File: src/rtl/sram_lane_pkg.sv
package sram_lane_pkg;

  typedef enum logic [2:0] {
    ST_IDLE = 3'd0,
    ST_TURN = 3'd1,
    ST_WSET = 3'd2,
    ST_WPUL = 3'd3,
    ST_WHLD = 3'd4,
    ST_RACC = 3'd5
  } phase_e;

  typedef enum logic [1:0] {
    OP_NONE  = 2'd0,
    OP_READ  = 2'd1,
    OP_WRITE = 2'd2
  } op_e;

  // nanoseconds to whole clock cycles, rounded up, at least one
  function automatic int ns_to_cyc(input int ns, input int period);
    int c;
    c = (ns + period - 1) / period;
    if (c < 1) c = 1;
    return c;
  endfunction

  function automatic int imax(input int a, input int b);
    return (a > b) ? a : b;
  endfunction

endpackage

File: src/rtl/sram_phase_cnt.sv
module sram_phase_cnt #(
  parameter int CNT_W = 2
) (
  input  logic             clk,
  input  logic             rst_n,
  input  logic             load,
  input  logic [CNT_W-1:0] load_val,
  input  logic             dec,
  output logic             zero
);

  logic [CNT_W-1:0] cnt_q;
  logic [CNT_W-1:0] cnt_d;

  always_comb begin
    cnt_d = cnt_q;
    if (load) begin
      cnt_d = load_val;
    end else if (dec && (cnt_q != '0)) begin
      cnt_d = cnt_q - 1'b1;
    end
  end

  always_ff @(posedge clk or negedge rst_n) begin
    if (!rst_n) begin
      cnt_q <= '0;
    end else begin
      cnt_q <= cnt_d;
    end
  end

  assign zero = (cnt_q == '0);

endmodule

File: src/rtl/sram_strobe_reg.sv
module sram_strobe_reg
  import sram_lane_pkg::*;
#(
  parameter int LANES = 2
) (
  input  logic             clk,
  input  logic             rst_n,
  input  phase_e           phase_d,
  input  logic [LANES-1:0] be_d,
  output logic             cs_n,
  output logic             oe_n,
  output logic             we_n,
  output logic             drv,
  output logic [LANES-1:0] lane_n
);

  logic             cs_n_d, oe_n_d, we_n_d, drv_d;
  logic [LANES-1:0] lane_n_d;

  // decode of the phase being entered; registered so the pins cannot glitch
  always_comb begin
    cs_n_d   = 1'b1;
    oe_n_d   = 1'b1;
    we_n_d   = 1'b1;
    drv_d    = 1'b0;
    lane_n_d = '1;
    unique case (phase_d)
      ST_WSET, ST_WHLD: begin
        cs_n_d   = 1'b0;
        drv_d    = 1'b1;
        lane_n_d = ~be_d;
      end
      ST_WPUL: begin
        cs_n_d   = 1'b0;
        we_n_d   = 1'b0;
        drv_d    = 1'b1;
        lane_n_d = ~be_d;
      end
      ST_RACC: begin
        cs_n_d   = 1'b0;
        oe_n_d   = 1'b0;
        lane_n_d = ~be_d;
      end
      default: begin
        cs_n_d = 1'b1;
      end
    endcase
  end

  always_ff @(posedge clk or negedge rst_n) begin
    if (!rst_n) begin
      cs_n   <= 1'b1;
      oe_n   <= 1'b1;
      we_n   <= 1'b1;
      drv    <= 1'b0;
      lane_n <= '1;
    end else begin
      cs_n   <= cs_n_d;
      oe_n   <= oe_n_d;
      we_n   <= we_n_d;
      drv    <= drv_d;
      lane_n <= lane_n_d;
    end
  end


  drv_vs_oe_chk: assert property (@(posedge clk) disable iff (!rst_n)
    drv |-> oe_n);


  we_needs_cs_chk: assert property (@(posedge clk) disable iff (!rst_n)
    !we_n |-> (!cs_n && oe_n));


  lanes_idle_chk: assert property (@(posedge clk) disable iff (!rst_n)
    cs_n |-> (&lane_n));

endmodule

File: src/rtl/sram_rd_capture.sv
module sram_rd_capture #(
  parameter int LANES  = 2,
  parameter int BYTE_W = 8
) (
  input  logic                    clk,
  input  logic                    rst_n,
  input  logic                    cap_en,
  input  logic [LANES-1:0]        be,
  input  logic [LANES*BYTE_W-1:0] dq_i,
  output logic [LANES*BYTE_W-1:0] rdata
);

  logic [LANES*BYTE_W-1:0] rdata_d;

  for (genvar g = 0; g < LANES; g++) begin : g_lane
    assign rdata_d[g*BYTE_W +: BYTE_W] = be[g] ? dq_i[g*BYTE_W +: BYTE_W] : '0;
  end

  always_ff @(posedge clk or negedge rst_n) begin
    if (!rst_n) begin
      rdata <= '0;
    end else if (cap_en) begin
      rdata <= rdata_d;
    end
  end

endmodule

File: src/rtl/sram_lane_ctrl.sv
module sram_lane_ctrl
  import sram_lane_pkg::*;
#(
  parameter int CLK_NS  = 10,
  parameter int ADDR_W  = 18,
  parameter int BYTE_W  = 8,
  parameter int T_WC_NS = 12,
  parameter int T_WP_NS = 8,
  parameter int T_DW_NS = 6,
  parameter int T_RC_NS = 12,
  parameter int T_AA_NS = 12,
  parameter int T_HZ_NS = 6
) (
  input  logic                  clk,
  input  logic                  rst_n,
  input  logic                  req_valid,
  output logic                  req_ready,
  input  logic                  req_write,
  input  logic [ADDR_W-1:0]     req_addr,
  input  logic [2*BYTE_W-1:0]   req_wdata,
  input  logic [1:0]            req_be,
  output logic                  rsp_done,
  output logic [2*BYTE_W-1:0]   rsp_rdata,
  output logic [ADDR_W-1:0]     sram_addr,
  output logic                  sram_cs_n,
  output logic                  sram_oe_n,
  output logic                  sram_we_n,
  output logic [1:0]            sram_be_n,
  output logic [2*BYTE_W-1:0]   sram_dq_o,
  output logic                  sram_dq_oe,
  input  logic [2*BYTE_W-1:0]   sram_dq_i
);

  localparam int LANES   = 2;
  localparam int DATA_W  = LANES * BYTE_W;
  // setup and hold cycles add two to the write sequence
  localparam int WP_CYC  = imax(imax(ns_to_cyc(T_WP_NS, CLK_NS), ns_to_cyc(T_DW_NS, CLK_NS)),
                                ns_to_cyc(T_WC_NS, CLK_NS) - 2);
  localparam int RD_CYC  = imax(ns_to_cyc(T_AA_NS, CLK_NS), ns_to_cyc(T_RC_NS, CLK_NS));
  localparam int HZ_CYC  = ns_to_cyc(T_HZ_NS, CLK_NS);
  localparam int CNT_MAX = imax(imax(WP_CYC, RD_CYC), HZ_CYC);
  localparam int CNT_W   = (CNT_MAX < 2) ? 1 : $clog2(CNT_MAX);
  localparam logic [CNT_W-1:0] WP_LD = CNT_W'(WP_CYC - 1);
  localparam logic [CNT_W-1:0] RD_LD = CNT_W'(RD_CYC - 1);
  localparam logic [CNT_W-1:0] HZ_LD = CNT_W'(HZ_CYC - 1);

  // reset: asserted at once, released through two flops
  logic [1:0] rst_pipe;
  logic       rst_ns;

  always_ff @(posedge clk or negedge rst_n) begin
    if (!rst_n) begin
      rst_pipe <= 2'b00;
    end else begin
      rst_pipe <= {rst_pipe[0], 1'b1};
    end
  end
  assign rst_ns = rst_pipe[1];

  phase_e              phase_q, phase_d;
  op_e                 last_op_q, req_op;
  logic [ADDR_W-1:0]   addr_q;
  logic [DATA_W-1:0]   wdata_q;
  logic [LANES-1:0]    be_q, be_d;
  logic                wr_q;
  logic                done_q, done_d;
  logic                accept, turn_needed;
  logic                cnt_load, cnt_dec, cnt_zero, cap_en;
  logic [CNT_W-1:0]    cnt_val;

  assign req_ready   = (phase_q == ST_IDLE);
  assign accept      = req_valid && req_ready;
  assign req_op      = req_write ? OP_WRITE : OP_READ;
  assign turn_needed = (last_op_q != OP_NONE) && (last_op_q != req_op);
  assign be_d        = accept ? req_be : be_q;

  // request capture
  always_ff @(posedge clk or negedge rst_ns) begin
    if (!rst_ns) begin
      addr_q    <= '0;
      wdata_q   <= '0;
      be_q      <= '0;
      wr_q      <= 1'b0;
      last_op_q <= OP_NONE;
    end else if (accept) begin
      addr_q    <= req_addr;
      wdata_q   <= req_wdata;
      be_q      <= req_be;
      wr_q      <= req_write;
      last_op_q <= req_op;
    end
  end

  // sequencer next state
  always_comb begin
    phase_d  = phase_q;
    cnt_load = 1'b0;
    cnt_val  = '0;
    cap_en   = 1'b0;
    done_d   = 1'b0;
    unique case (phase_q)
      ST_IDLE: begin
        if (accept) begin
          if (turn_needed) begin
            phase_d  = ST_TURN;
            cnt_load = 1'b1;
            cnt_val  = HZ_LD;
          end else if (req_write) begin
            phase_d  = ST_WSET;
          end else begin
            phase_d  = ST_RACC;
            cnt_load = 1'b1;
            cnt_val  = RD_LD;
          end
        end
      end
      ST_TURN: begin
        if (cnt_zero) begin
          if (wr_q) begin
            phase_d  = ST_WSET;
          end else begin
            phase_d  = ST_RACC;
            cnt_load = 1'b1;
            cnt_val  = RD_LD;
          end
        end
      end
      ST_WSET: begin
        phase_d  = ST_WPUL;
        cnt_load = 1'b1;
        cnt_val  = WP_LD;
      end
      ST_WPUL: begin
        if (cnt_zero) phase_d = ST_WHLD;
      end
      ST_WHLD: begin
        phase_d = ST_IDLE;
        done_d  = 1'b1;
      end
      ST_RACC: begin
        if (cnt_zero) begin
          phase_d = ST_IDLE;
          cap_en  = 1'b1;
          done_d  = 1'b1;
        end
      end
      default: phase_d = ST_IDLE;
    endcase
  end

  assign cnt_dec = !cnt_load &&
                   ((phase_q == ST_TURN) || (phase_q == ST_WPUL) || (phase_q == ST_RACC));

  always_ff @(posedge clk or negedge rst_ns) begin
    if (!rst_ns) begin
      phase_q <= ST_IDLE;
      done_q  <= 1'b0;
    end else begin
      phase_q <= phase_d;
      done_q  <= done_d;
    end
  end

  sram_phase_cnt #(
    .CNT_W (CNT_W)
  ) cnt_i (
    .clk      (clk),
    .rst_n    (rst_ns),
    .load     (cnt_load),
    .load_val (cnt_val),
    .dec      (cnt_dec),
    .zero     (cnt_zero)
  );

  sram_strobe_reg #(
    .LANES (LANES)
  ) strobe_i (
    .clk     (clk),
    .rst_n   (rst_ns),
    .phase_d (phase_d),
    .be_d    (be_d),
    .cs_n    (sram_cs_n),
    .oe_n    (sram_oe_n),
    .we_n    (sram_we_n),
    .drv     (sram_dq_oe),
    .lane_n  (sram_be_n)
  );

  sram_rd_capture #(
    .LANES  (LANES),
    .BYTE_W (BYTE_W)
  ) cap_i (
    .clk    (clk),
    .rst_n  (rst_ns),
    .cap_en (cap_en),
    .be     (be_q),
    .dq_i   (sram_dq_i),
    .rdata  (rsp_rdata)
  );

  assign sram_addr = addr_q;
  assign sram_dq_o = wdata_q;
  assign rsp_done  = done_q;


  addr_hold_chk: assert property (@(posedge clk) disable iff (!rst_ns)
    !sram_we_n |-> $stable(sram_addr));


  wdata_hold_chk: assert property (@(posedge clk) disable iff (!rst_ns)
    !sram_we_n |-> $stable(sram_dq_o));


  done_single_chk: assert property (@(posedge clk) disable iff (!rst_ns)
    rsp_done |=> !rsp_done);


  done_idle_chk: assert property (@(posedge clk) disable iff (!rst_ns)
    rsp_done |-> (req_ready && sram_cs_n));


  busy_addr_chk: assert property (@(posedge clk) disable iff (!rst_ns)
    !req_ready |=> $stable(sram_addr));

endmodule

File: config.mk
export PLATFORM = sky130hd
export DESIGN_NAME = sram_lane_ctrl
export DESIGN_NICKNAME = d
export VERILOG_FILES = /design/src/rtl/sram_lane_pkg.sv /design/src/rtl/sram_phase_cnt.sv /design/src/rtl/sram_strobe_reg.sv /design/src/rtl/sram_rd_capture.sv /design/src/rtl/sram_lane_ctrl.sv
export SDC_FILE = /design/constraint.sdc
export NUM_CORES = 1
export LEC_CHECK = 0
export ABC_CLOCK_PERIOD_IN_PS = 2400
export BUFFER_PORTS_ARGS = -buffer_cell sky130_fd_sc_hd__buf_2
export CAP_MARGIN = 40
export CORE_MARGIN = 2
export CORE_UTILIZATION = 25
export CTS_BUF_LIST = sky130_fd_sc_hd__clkbuf_4 sky130_fd_sc_hd__clkbuf_8
export DETAILED_ROUTE_END_ITERATION = 8
export PLACE_DENSITY = 0.57
export SETUP_SLACK_MARGIN = 0.15
export SYNTH_ARGS = -nofsm -noshare
export SYNTH_HDL_FRONTEND = slang
export SYNTH_SLANG_ARGS = --single-unit
File: constraint.sdc
create_clock -name clk -period 2.4 [get_ports clk]
set_input_delay 0.24 -clock clk [delete_from_list [all_inputs] [get_ports clk]]
set_output_delay 0.24 -clock clk [all_outputs]
set_load 0.01 [all_outputs]
## Yosys cells after proc, flatten, opt, wreduce, memory -nomap -nowiden

Cells that the tools add are included.

| operators by class | value |
|---|---|
| $add $sub $neg | 1 |
| equality and inequality tests | 10 |
| mux-type cells | 31 |
| bitwise gates (word level) | 1 |
| reductions and logical operators | 12 |

Operator list:

| kind | number |
|---|---|
| 3-bit two-way mux | 7 |
| 8-bit two-way mux | 2 |
| 1-bit two-way mux | 15 |
| 3-bit one-hot mux with 5 select lines | 1 |
| 3-bit by 2-bit equality test with 1-bit output (second input constant) | 4 |
| 3-bit equality test (second input constant) | 4 |
| 2-bit two-way mux | 3 |
| 1-bit logical AND | 4 |
| 1-bit one-hot mux with 2 select lines | 2 |
| 2-bit nonzero test | 2 |
| 4-bit OR reduction | 1 |
| 3-bit by 1-bit equality test with 1-bit output (second input constant) | 1 |
| 3-bit zero test | 1 |
| 1-bit one-hot mux with 3 select lines | 1 |
| 3-bit OR reduction | 1 |
| 1-bit logical OR | 2 |
| 2-bit inequality test | 1 |
| 2-bit inverter | 1 |
| 1-bit zero test | 1 |
| 1-bit subtractor (second input constant) | 1 |

| word-level totals | value |
|---|---|
| register bits after elaboration | 68 |
| input port bits | 56 |
| output and inout port bits | 58 |

## Longest topological paths before layout

Gate-level depths: netlist of the first run.

| depth | value |
|---|---|
| depth in word-level cells | 11 |
| depth in mapped cells | 6 |
| depth with buffers taken out | 4 |

## Cells and area by module

A second synthesis of the first run with hierarchy kept.

| unflattened totals | value |
|---|---|
| cells, all modules | 285 |
| area total of the unflattened synthesis | 2,740.1 µm² |

Modules (own cells, without submodules):

| module | times used | cells each | area an instance (µm²) | sequential area each (µm²) |
|---|---|---|---|---|
| sram_lane_ctrl | 1 | 198 | 1,833.0 | 1,101.1 |
| sram_rd_capture | 1 | 69 | 648.1 | 400.4 |
| sram_strobe_reg | 1 | 14 | 214.0 | 156.4 |
| sram_phase_cnt | 1 | 4 | 45.0 | 25.0 |

## Worst setup path before layout of the first run

No wires, ideal clock.

| timing | value |
|---|---|
| path kind | register -> register |
| from | register phase_q[1] |
| to | register be_q[0] |
| arrival time | 1.257 ns |
| required time | 2.271 ns |
| path slack | 1.014 ns |
| stages on the path, launching flop included | 5 |
| path buffers | 2 |
| clock period less this slack | 1.386 ns |
| cell sequence | dfrtp_1 -> buf_6 -> nor4b_4 -> buf_6 -> mux2_4 |

| between the ends | value |
|---|---|
| word-level cells in the longest chain between the ends | 3 |

Ends and longest elaborated chain:

| item | line | text |
|---|---|---|
| start: declaration | sram_lane_ctrl.sv:60 | `phase_e phase_q, phase_d;` |
| start signal: assignment | sram_lane_ctrl.sv:159 | `phase_q <= phase_d;` |
| 3-bit zero test | sram_lane_ctrl.sv:71 | `assign req_ready = (phase_q == ST_IDLE);` |
| 1-bit logical AND | sram_lane_ctrl.sv:72 | `assign accept = req_valid && req_ready;` |
| 2-bit two-way mux | n/a |  |
| via be_d[0] | sram_lane_ctrl.sv:64 | `logic [LANES-1:0] be_q, be_d;` |
| end signal: assignment | sram_lane_ctrl.sv:88 | `be_q <= req_be;` |
| end: declaration | sram_lane_ctrl.sv:64 |  |

The timed path passes the listed nets, and every way through them passes these cells.
A chain may end at the register's enable or synchronous reset.

## Worst setup path after layout of the first run

| timing | value |
|---|---|
| from | register phase_q[2] |
| to | register cap_i.rdata[11] |

| between the ends | value |
|---|---|
| word-level cells in the longest chain between the ends | 2 |

Ends and longest elaborated chain:

| item | line | text |
|---|---|---|
| 3-bit equality test | sram_lane_ctrl.sv:101 | `unique case (phase_q)` |
| 1-bit two-way mux | sram_lane_ctrl.sv:101 |  |
| end signal: assignment | sram_rd_capture.sv:23 | `rdata <= rdata_d;` |
| end: declaration | sram_rd_capture.sv:10 | `output logic [LANES*BYTE_W-1:0] rdata` |

Every way passes these cells.

==> results.yml, run 1 <==
global_routing:
  grt.total_usage_pct: 11.31
  grt_pass1_vias: 2159
  grt_remaining_overflow: 0
  grt_antenna_before_repair: 0
  maximum_number_of_pins_on_one_net_before_global_route_repair: 42
  grt_pass1_wl_um: 10220
setup_path:
  launch_point_of_the_critical_path: "phase_q[2]"
  worstSetupPathType: "reg -> reg"
  worst_r2r_startpoint: "phase_q[2]"
  worstPathArrival_ns: 1.89
  cp_cell_sequence: "nor2b_1 -> nand2_2 -> nand2_1 -> o21ai_0"
  critPathMaxStageDelay_ns: 0.62
  worstPathMaxFanout: 32
  slowest_stage: "sky130_fd_sc_hd__dfrtp_1"
  crit_required_ns: 2.59
  setup.worst_path.start_class: "flop"
  critical_path.top_delay_family: "simple AND/OR/NAND/NOR gates"
  timing.critical_path.to_type: "flop"
  count_of_buffer_and_inverter_cells_on_the_critical_path: 0
sta:
  min_period_over_period_pct: 70.47
  timing.final.max_slew_violations: 0
  clock.fmax_mhz: 591.3
  setup-tns-final_ns: 0
  timing.slew.headroom_pct: 53.30
  hold-worst-slack_ns: 0.09003
  timing.final.setup_violations: 0
  rsz_0062_raised_after_global_routing: "no"
  worst_clock_skew_ns: 0.009937
  hold_viol: 0
  tightest_slew_ns: 0.6980
  min_period_ns: 1.691
  finalWorstSetupSlack_ns: 0.7088
power_and_ir_drop:
  power.static_leakage_uw: 0.001946
  irDropWorstVdd_uv: 406.7
  finalPower_uw: 4787
  powerDensity_mw_per_mm2: 1333
yosys:
  synth_simple_gate_area_share_pct: 24.70
  synth.avg_cell_area_um2: 9.639
  net_count_after_synthesis: 333
  synth_cell_types: 32
  synth.area.mux_share_pct: 1.687
  synth.cell_area_mm2: 0.002670
  netlist_instances: 277
  synth_sequential_area_ratio_pct: 63.03
  yosys.area_share.xor_xnor_pct: 0
  synth-seq-cells: 67
  main_combinational_cell_family_by_area_after_synthesis: "simple AND/OR/NAND/NOR gates"
  ys_warn_count: 0
  synth_adder_area_share_pct: 0
  synth_compound_gate_area_share_pct: 6.888
routing:
  vias: 2139
  wl_per_cell_um: 11.74
  first_iter_violations: 120
  detail_route.first_pass.iterations: 4
  final_wl_um: 6247
  viasPerCell: 4.021
  route.antenna.remaining_nets: 0
  route.detailed.drc: 0
clock_network:
  cts_made_buffers: 9
  clk_pin_slew_worst_paths_ns: 0.08
  root_buffer: "sky130_fd_sc_hd__clkbuf_8"
  post_cts_resize_count: 0
  clk-insertion-delay-late_ns: 0.33
  tritoncts: "yes"
  htree_num_levels: 3
  cts.path.max_buffers: 2
  cts_sinks: 67
die:
  fp.dieArea_mm2: 0.01152
  coreArea_mm2: 0.01037
  floorplan.die.width_um: 107.3
  std_cell_rows: 37
  die_y_um: 107.3
  initial_utilization_pct: 25.75
  io_pins: 114
job:
  max-cap-violations: 0
placement:
  hpwl_um: 4442
  routabilityCongestion: 0.6613
  placement.io_buffers: 113
  preCtsSetupSlack_ns: 0.7261
layout:
  area_delta_synth_final_pct: 34.49
  fin_nets: 447
  final_layout_size_suffix_gt1_share_pct: 38.13
  num_antenna_cells: 0
worst_hold_path:
  worst_hold_path_type: "in -> reg"
  hp-start: "req_wdata[11]"
status:
  run_status: "complete, no violations"
## cell families after synthesis
logic type	Yosys count
AOI/OAI and AO/OA	30
buffers and inverters	16
DFF	67
muxes	3
other	1
and+or+nand+nor	160
## stage by stage
step / instance area (µm²) / utilization, % / std cells
6_report: 3591 / 34.63 / 532
5_1_grt: 3591 / 34.63 / 532
4_1_cts: 3591 / 34.63 / 532
3_5_place_dp: 3354 / 32.35 / 515
3_3_place_gp: 3354 / 32.35 / 515
2_1_floorplan: 2670 / - / 277
## sequential cells by signal, indices dropped and copies added, names as in the netlist, 2 cells and up
signal / flops
be_q: 2
sram_addr: 18
sram_dq_o: 16
strobe_i.lane_n: 2
cap_i.rdata: 16
phase_q: 3
last_op_q: 2
rst_pipe: 2
## worst register-to-register path: cells and delay by family (launching register included)
family	cells	cell delay, ns
simple gates	3	0.84
flops	1	0.62
compound gates	1	0.10
## path summary, 6_finish.rpt
kind	to	slack, ns	depth (start not counted)
max	cap_i.rdata[11]	0.71	4
min	sram_dq_o[11]	0.09	3
max reg2reg	cap_i.rdata[11]	0.71	4
min reg2reg	sram_addr[4]	0.27	0
max in group asynchronous	strobe_i.lane_n[1]	1.45	1
min in group asynchronous	rst_pipe[0]	0.22	2
## cells in the mapped netlist
cell type | n | share of area [%]
sky130_fd_sc_hd__o21ai_0 | 18 | 3.4
sky130_fd_sc_hd__o21ai_4 | 1 | 0.61
sky130_fd_sc_hd__nand3_1 | 1 | 0.19
sky130_fd_sc_hd__dfstp_2 | 5 | 4.9
sky130_fd_sc_hd__buf_4 | 3 | 0.84
sky130_fd_sc_hd__buf_1 | 2 | 0.28
sky130_fd_sc_hd__nand2_1 | 143 | 20
sky130_fd_sc_hd__a22oi_1 | 1 | 0.28
sky130_fd_sc_hd__nor4b_4 | 1 | 0.89
sky130_fd_sc_hd__o21ai_2 | 3 | 0.98
sky130_fd_sc_hd__o21bai_1 | 1 | 0.28
sky130_fd_sc_hd__or2b_1 | 1 | 0.28
sky130_fd_sc_hd__nand2_2 | 2 | 0.47
sky130_fd_sc_hd__o22ai_1 | 1 | 0.23
sky130_fd_sc_hd__nor3_1 | 1 | 0.19
sky130_fd_sc_hd__a21boi_0 | 1 | 0.28
sky130_fd_sc_hd__nor3_2 | 1 | 0.37
sky130_fd_sc_hd__nand2b_1 | 2 | 0.47
sky130_fd_sc_hd__mux2_4 | 3 | 1.7
sky130_fd_sc_hd__or3_1 | 1 | 0.23
sky130_fd_sc_hd__or2_2 | 1 | 0.23
sky130_fd_sc_hd__and2b_4 | 1 | 0.37
sky130_fd_sc_hd__nor2b_1 | 2 | 0.47
sky130_fd_sc_hd__inv_1 | 2 | 0.28
sky130_fd_sc_hd__clkbuf_2 | 1 | 0.19
sky130_fd_sc_hd__o211ai_1 | 1 | 0.28
sky130_fd_sc_hd__conb_1 | 1 | 0.14
sky130_fd_sc_hd__buf_6 | 2 | 0.84
sky130_fd_sc_hd__nor2_1 | 3 | 0.42
sky130_fd_sc_hd__a21oi_1 | 3 | 0.56
sky130_fd_sc_hd__buf_2 | 6 | 1.1
sky130_fd_sc_hd__dfrtp_1 | 62 | 58
## cell type report
class	instances	area, µm²
multi-input cells	194	892.1
clock buffers	12	152.6
inverters	2	7.507
clock inverters	4	73.82
repair buffers	117	610.6
flip-flops and latches	67	1684
fillers	1097	6779
well taps	136	170.2
## power breakdown
| part | internal, µW | total, µW | switching, µW |
|---|---|---|---|
| clock | 638 | 1050 | 416 |
| combinational | 730 | 1720 | 991 |
| sequential | 1660 | 2010 | 354 |
## layout by cell type (no fill, tap or decap), types with 3 or more instances in the layout
cell	netlist	layout
sky130_fd_sc_hd__nand2_1	143	143
sky130_fd_sc_hd__buf_2	6	113
sky130_fd_sc_hd__dfrtp_1	62	61
sky130_fd_sc_hd__o21ai_0	18	18
sky130_fd_sc_hd__clkbuf_8	0	10
sky130_fd_sc_hd__dfstp_2	5	5
sky130_fd_sc_hd__a21oi_1	3	3
sky130_fd_sc_hd__nor2_1	3	3
sky130_fd_sc_hd__o21ai_2	3	3
sky130_fd_sc_hd__mux2_4	3	3
## routing by layer
metal	routed length, µm	part of all wire [%]	vias to the layer above	track usage (%)
li1	-	-	1089	-
met1	2908	47	954	14.97
met2	2680	43	87	17.04
met3	572	9.2	9	4.056
met4	86	1.4	0	4.121
met5	0	0	-	0
## what timing repair did
action                                 4_1_cts  5_1_grt
endpoints found under the hold margin        2        0
setup buffers                                0        0
hold buffers                                 1        0
Note: power is estimated with default switching activity, not from simulation.
==> run 2: changes to the inputs <==
--- a/config.mk
+++ b/config.mk
@@ -5,14 +5,15 @@
 export SDC_FILE = /design/constraint.sdc
 export NUM_CORES = 1
 export LEC_CHECK = 0
-export ABC_CLOCK_PERIOD_IN_PS = 2400
+export ABC_AREA = 1
+export ABC_CLOCK_PERIOD_IN_PS = 1530
 export BUFFER_PORTS_ARGS = -buffer_cell sky130_fd_sc_hd__buf_2
 export CAP_MARGIN = 40
 export CORE_MARGIN = 2
 export CORE_UTILIZATION = 25
 export CTS_BUF_LIST = sky130_fd_sc_hd__clkbuf_4 sky130_fd_sc_hd__clkbuf_8
 export DETAILED_ROUTE_END_ITERATION = 8
-export PLACE_DENSITY = 0.57
+export PLACE_DENSITY = 0.59
 export SETUP_SLACK_MARGIN = 0.15
 export SYNTH_ARGS = -nofsm -noshare
 export SYNTH_HDL_FRONTEND = slang
==> constraint.sdc (replaced) <==
create_clock -name clk -period 1.53 [get_ports clk]
set_input_delay 0.153 -clock clk [delete_from_list [all_inputs] [get_ports clk]]
set_output_delay 0.153 -clock clk [all_outputs]
set_load 0.01 [all_outputs]
==> results.yml, run 2 <==
placement:
  routabilityCongestion: 0.7953
  placed_standard_cell_area_mm2: 0.003402
  placement.io_buffers: 113
  hpwl_um: 4742
  preCtsSetupSlack_ns: 0.1395
setup_path:
  timing.critical_path.to_type: "primary output"
  slowest_stage: "sky130_fd_sc_hd__dfrtp_2"
  worstSetupPathType: "reg -> out"
  worst_r2r_startpoint: "phase_q[2]"
  critical_path.top_delay_family: "flip-flops"
  setup.worst_path.start_class: "flop"
  worstPathMaxFanout: 3
  crit_required_ns: 1.38
  worstPathArrival_ns: 1.21
  critPathMaxStageDelay_ns: 0.47
  count_of_buffer_and_inverter_cells_on_the_critical_path: 2
  regToRegSetupSlack_ns: 0.21
  launch_point_of_the_critical_path: "phase_q[2]"
  cp_cell_sequence: "nor2_4 -> nand2_2 -> inv_2 -> buf_6"
yosys:
  synth_cell_types: 23
  synth.cell_area_mm2: 0.002694
  postSynth.topFlopCell: "sky130_fd_sc_hd__dfrtp_1"
  ys_warn_count: 0
  netlist_instances: 296
  net_count_after_synthesis: 352
  synth.avg_cell_area_um2: 9.101
  synth_sequential_area_ratio_pct: 62.47
  synthMostInstantiatedCell: "sky130_fd_sc_hd__nand2_1"
  share_of_synthesized_registers_carrying_an_async_set_or_reset_pct: 100.0
  post_synth_main_area_contributors: "sky130_fd_sc_hd__dfrtp_1 58%, sky130_fd_sc_hd__nand2_1 19%, sky130_fd_sc_hd__dfstp_2 4.9%"
  synth-seq-cells: 67
  post-synth-top-area-fraction_pct: 57.59
  number_of_synthesized_flops_with_an_enable_pin: 0
  synth.largest_area_cell: "sky130_fd_sc_hd__dfrtp_1"
  netlist_top_cells_count: "138 x sky130_fd_sc_hd__nand2_1, 62 x sky130_fd_sc_hd__dfrtp_1, 18 x sky130_fd_sc_hd__nand3_1, 18 x sky130_fd_sc_hd__o21ai_0, 12 x sky130_fd_sc_hd__nor2_1"
die:
  fp.dieArea_mm2: 0.01162
  die_y_um: 107.8
  io_pins: 114
  floorplan.die.width_um: 107.8
  std_cell_rows: 37
  initial_utilization_pct: 25.86
  coreArea_mm2: 0.01042
layout:
  fin_area_mm2: 0.004021
  layout.cells.most_common: "sky130_fd_sc_hd__nand2_1"
  sequential_cell_area_mm2: 0.001688
  fin_nets: 502
  final_layout_size_suffix_gt1_share_pct: 37.25
  num_antenna_cells: 0
  largest_register_ff_count: 18
  multi_input_area_um2: 890.9
  layout.cells.most_common_list: "137 x sky130_fd_sc_hd__nand2_1, 112 x sky130_fd_sc_hd__buf_2, 58 x sky130_fd_sc_hd__dfrtp_1"
  area_delta_synth_final_pct: 49.28
  layout.filler_cells: 1035
clock_network:
  tritoncts: "yes"
  root_buffer: "sky130_fd_sc_hd__clkbuf_8"
  clk-insertion-delay-late_ns: 0.34
  clk_pin_slew_worst_paths_ns: 0.07
  htree_num_levels: 3
  cts_made_buffers: 9
  cts_sinks: 67
  cts.path.max_buffers: 2
global_routing:
  grt_antenna_before_repair: 0
  grt_pass1_wl_um: 11720
  grt_pass1_vias: 2507
  maximum_number_of_pins_on_one_net_before_global_route_repair: 62
  grt_remaining_overflow: 0
  grt.total_usage_pct: 12.94
routing:
  wl_per_cell_um: 12.39
  route.detailed.drc: 0
  final_wl_um: 7275
  viasPerCell: 4.250
  first_iter_violations: 135
  vias: 2495
  detail_route.first_pass.iterations: 4
  route.antenna.remaining_nets: 0
power_and_ir_drop:
  irDropWorstVdd_uv: 1010
  powerDensity_mw_per_mm2: 1934
  power.static_leakage_uw: 0.002215
  finalPower_uw: 7777
sta:
  min_period_over_period_pct: 89.09
  setup-tns-final_ns: 0
  hold-worst-slack_ns: 0.01641
  rsz_0062_raised_after_global_routing: "yes"
  min_period_ns: 1.363
  clock.fmax_mhz: 733.6
  timing.final.setup_violations: 0
  finalWorstSetupSlack_ns: 0.1669
  hold_viol: 0
  timing.final.max_slew_violations: 0
  worst_clock_skew_ns: 0.006869
job:
  max-cap-violations: 0
worst_hold_path:
  worst_hold_path_type: "in -> reg"
  hp-start: "req_wdata[2]"
status:
  run_status: "complete, no violations"
## run 2: cell count changes in the layout (fill, tap and decap cells not counted), sizes merged, moves of 4 or more
cell,change
inv,+10
nand2,-5
nand3,+19
dlygate4sd3,+25
buf,+10
clkbuf,+4
nor2,+13
## run 2: metal layers
metal | part of all wire [%] | global-route usage (%) | vias to the layer above
met5 | 0 | 0 | -
met1 | 43 | 15.39 | 1171
met3 | 7.7 | 5.387 | 9
met2 | 48 | 21.38 | 99
li1 | - | - | 1216
met4 | 1.2 | 3.755 | 0
## run 2: cell type report
cell class              count  share of cell area (%)
clock buffers              14                   4.169
clock inverters             2                  0.8712
inverters                  12                   1.120
multi-input cells         202                   22.15
flip-flops and latches     67                   41.97
well taps                 136                   4.231
repair buffers            154                   25.48
## run 2: path summary, 6_finish.rpt
kind	end	depth (start not counted)
max	req_ready	4
min reg2reg	sram_addr[14]	0
max reg2reg	strobe_i.lane_n[1]	8
min in group asynchronous	sram_addr[14]	0
min	sram_dq_o[2]	3
max in group asynchronous	strobe_i.lane_n[0]	1
## run 2: through the flow
step                util, %  instances
floorplan                 -        296
global placement      32.66        536
detailed placement    32.66        536
CTS                   37.19        579
global route          38.61        587
finish                38.61        587
## run 2: what timing repair did
item / in CTS / in global routing
hold buffers: 26 / 0
setup buffers: 1 / 6
hold endpoints to repair: 27 / 0
endpoints found under the setup margin: 13 / 59
resized for setup: 1 / 11
pin swaps: 0 / 3
gates cloned: 0 / 2
## run 2: kinds of logic after synthesis
kind of cell,after synthesis,synth area share (%)
compound gates,23,4.645
other cells,1,0.1392
simple gates,178,27.40
flops,67,62.47
buf+inv,27,5.341
## run 2: power breakdown
| group | internal (µW) | switching [µW] |
|---|---|---|
| sequential | 2610 | 496 |
| clock | 869 | 629 |
| combinational | 1350 | 1820 |
| total | 4830 | 2950 |
## run 2: tightest hold or removal path: stages
cell                      delay (ns)
sky130_fd_sc_hd__buf_2          0.08
sky130_fd_sc_hd__nand2_1        0.04
sky130_fd_sc_hd__nand2_1        0.04
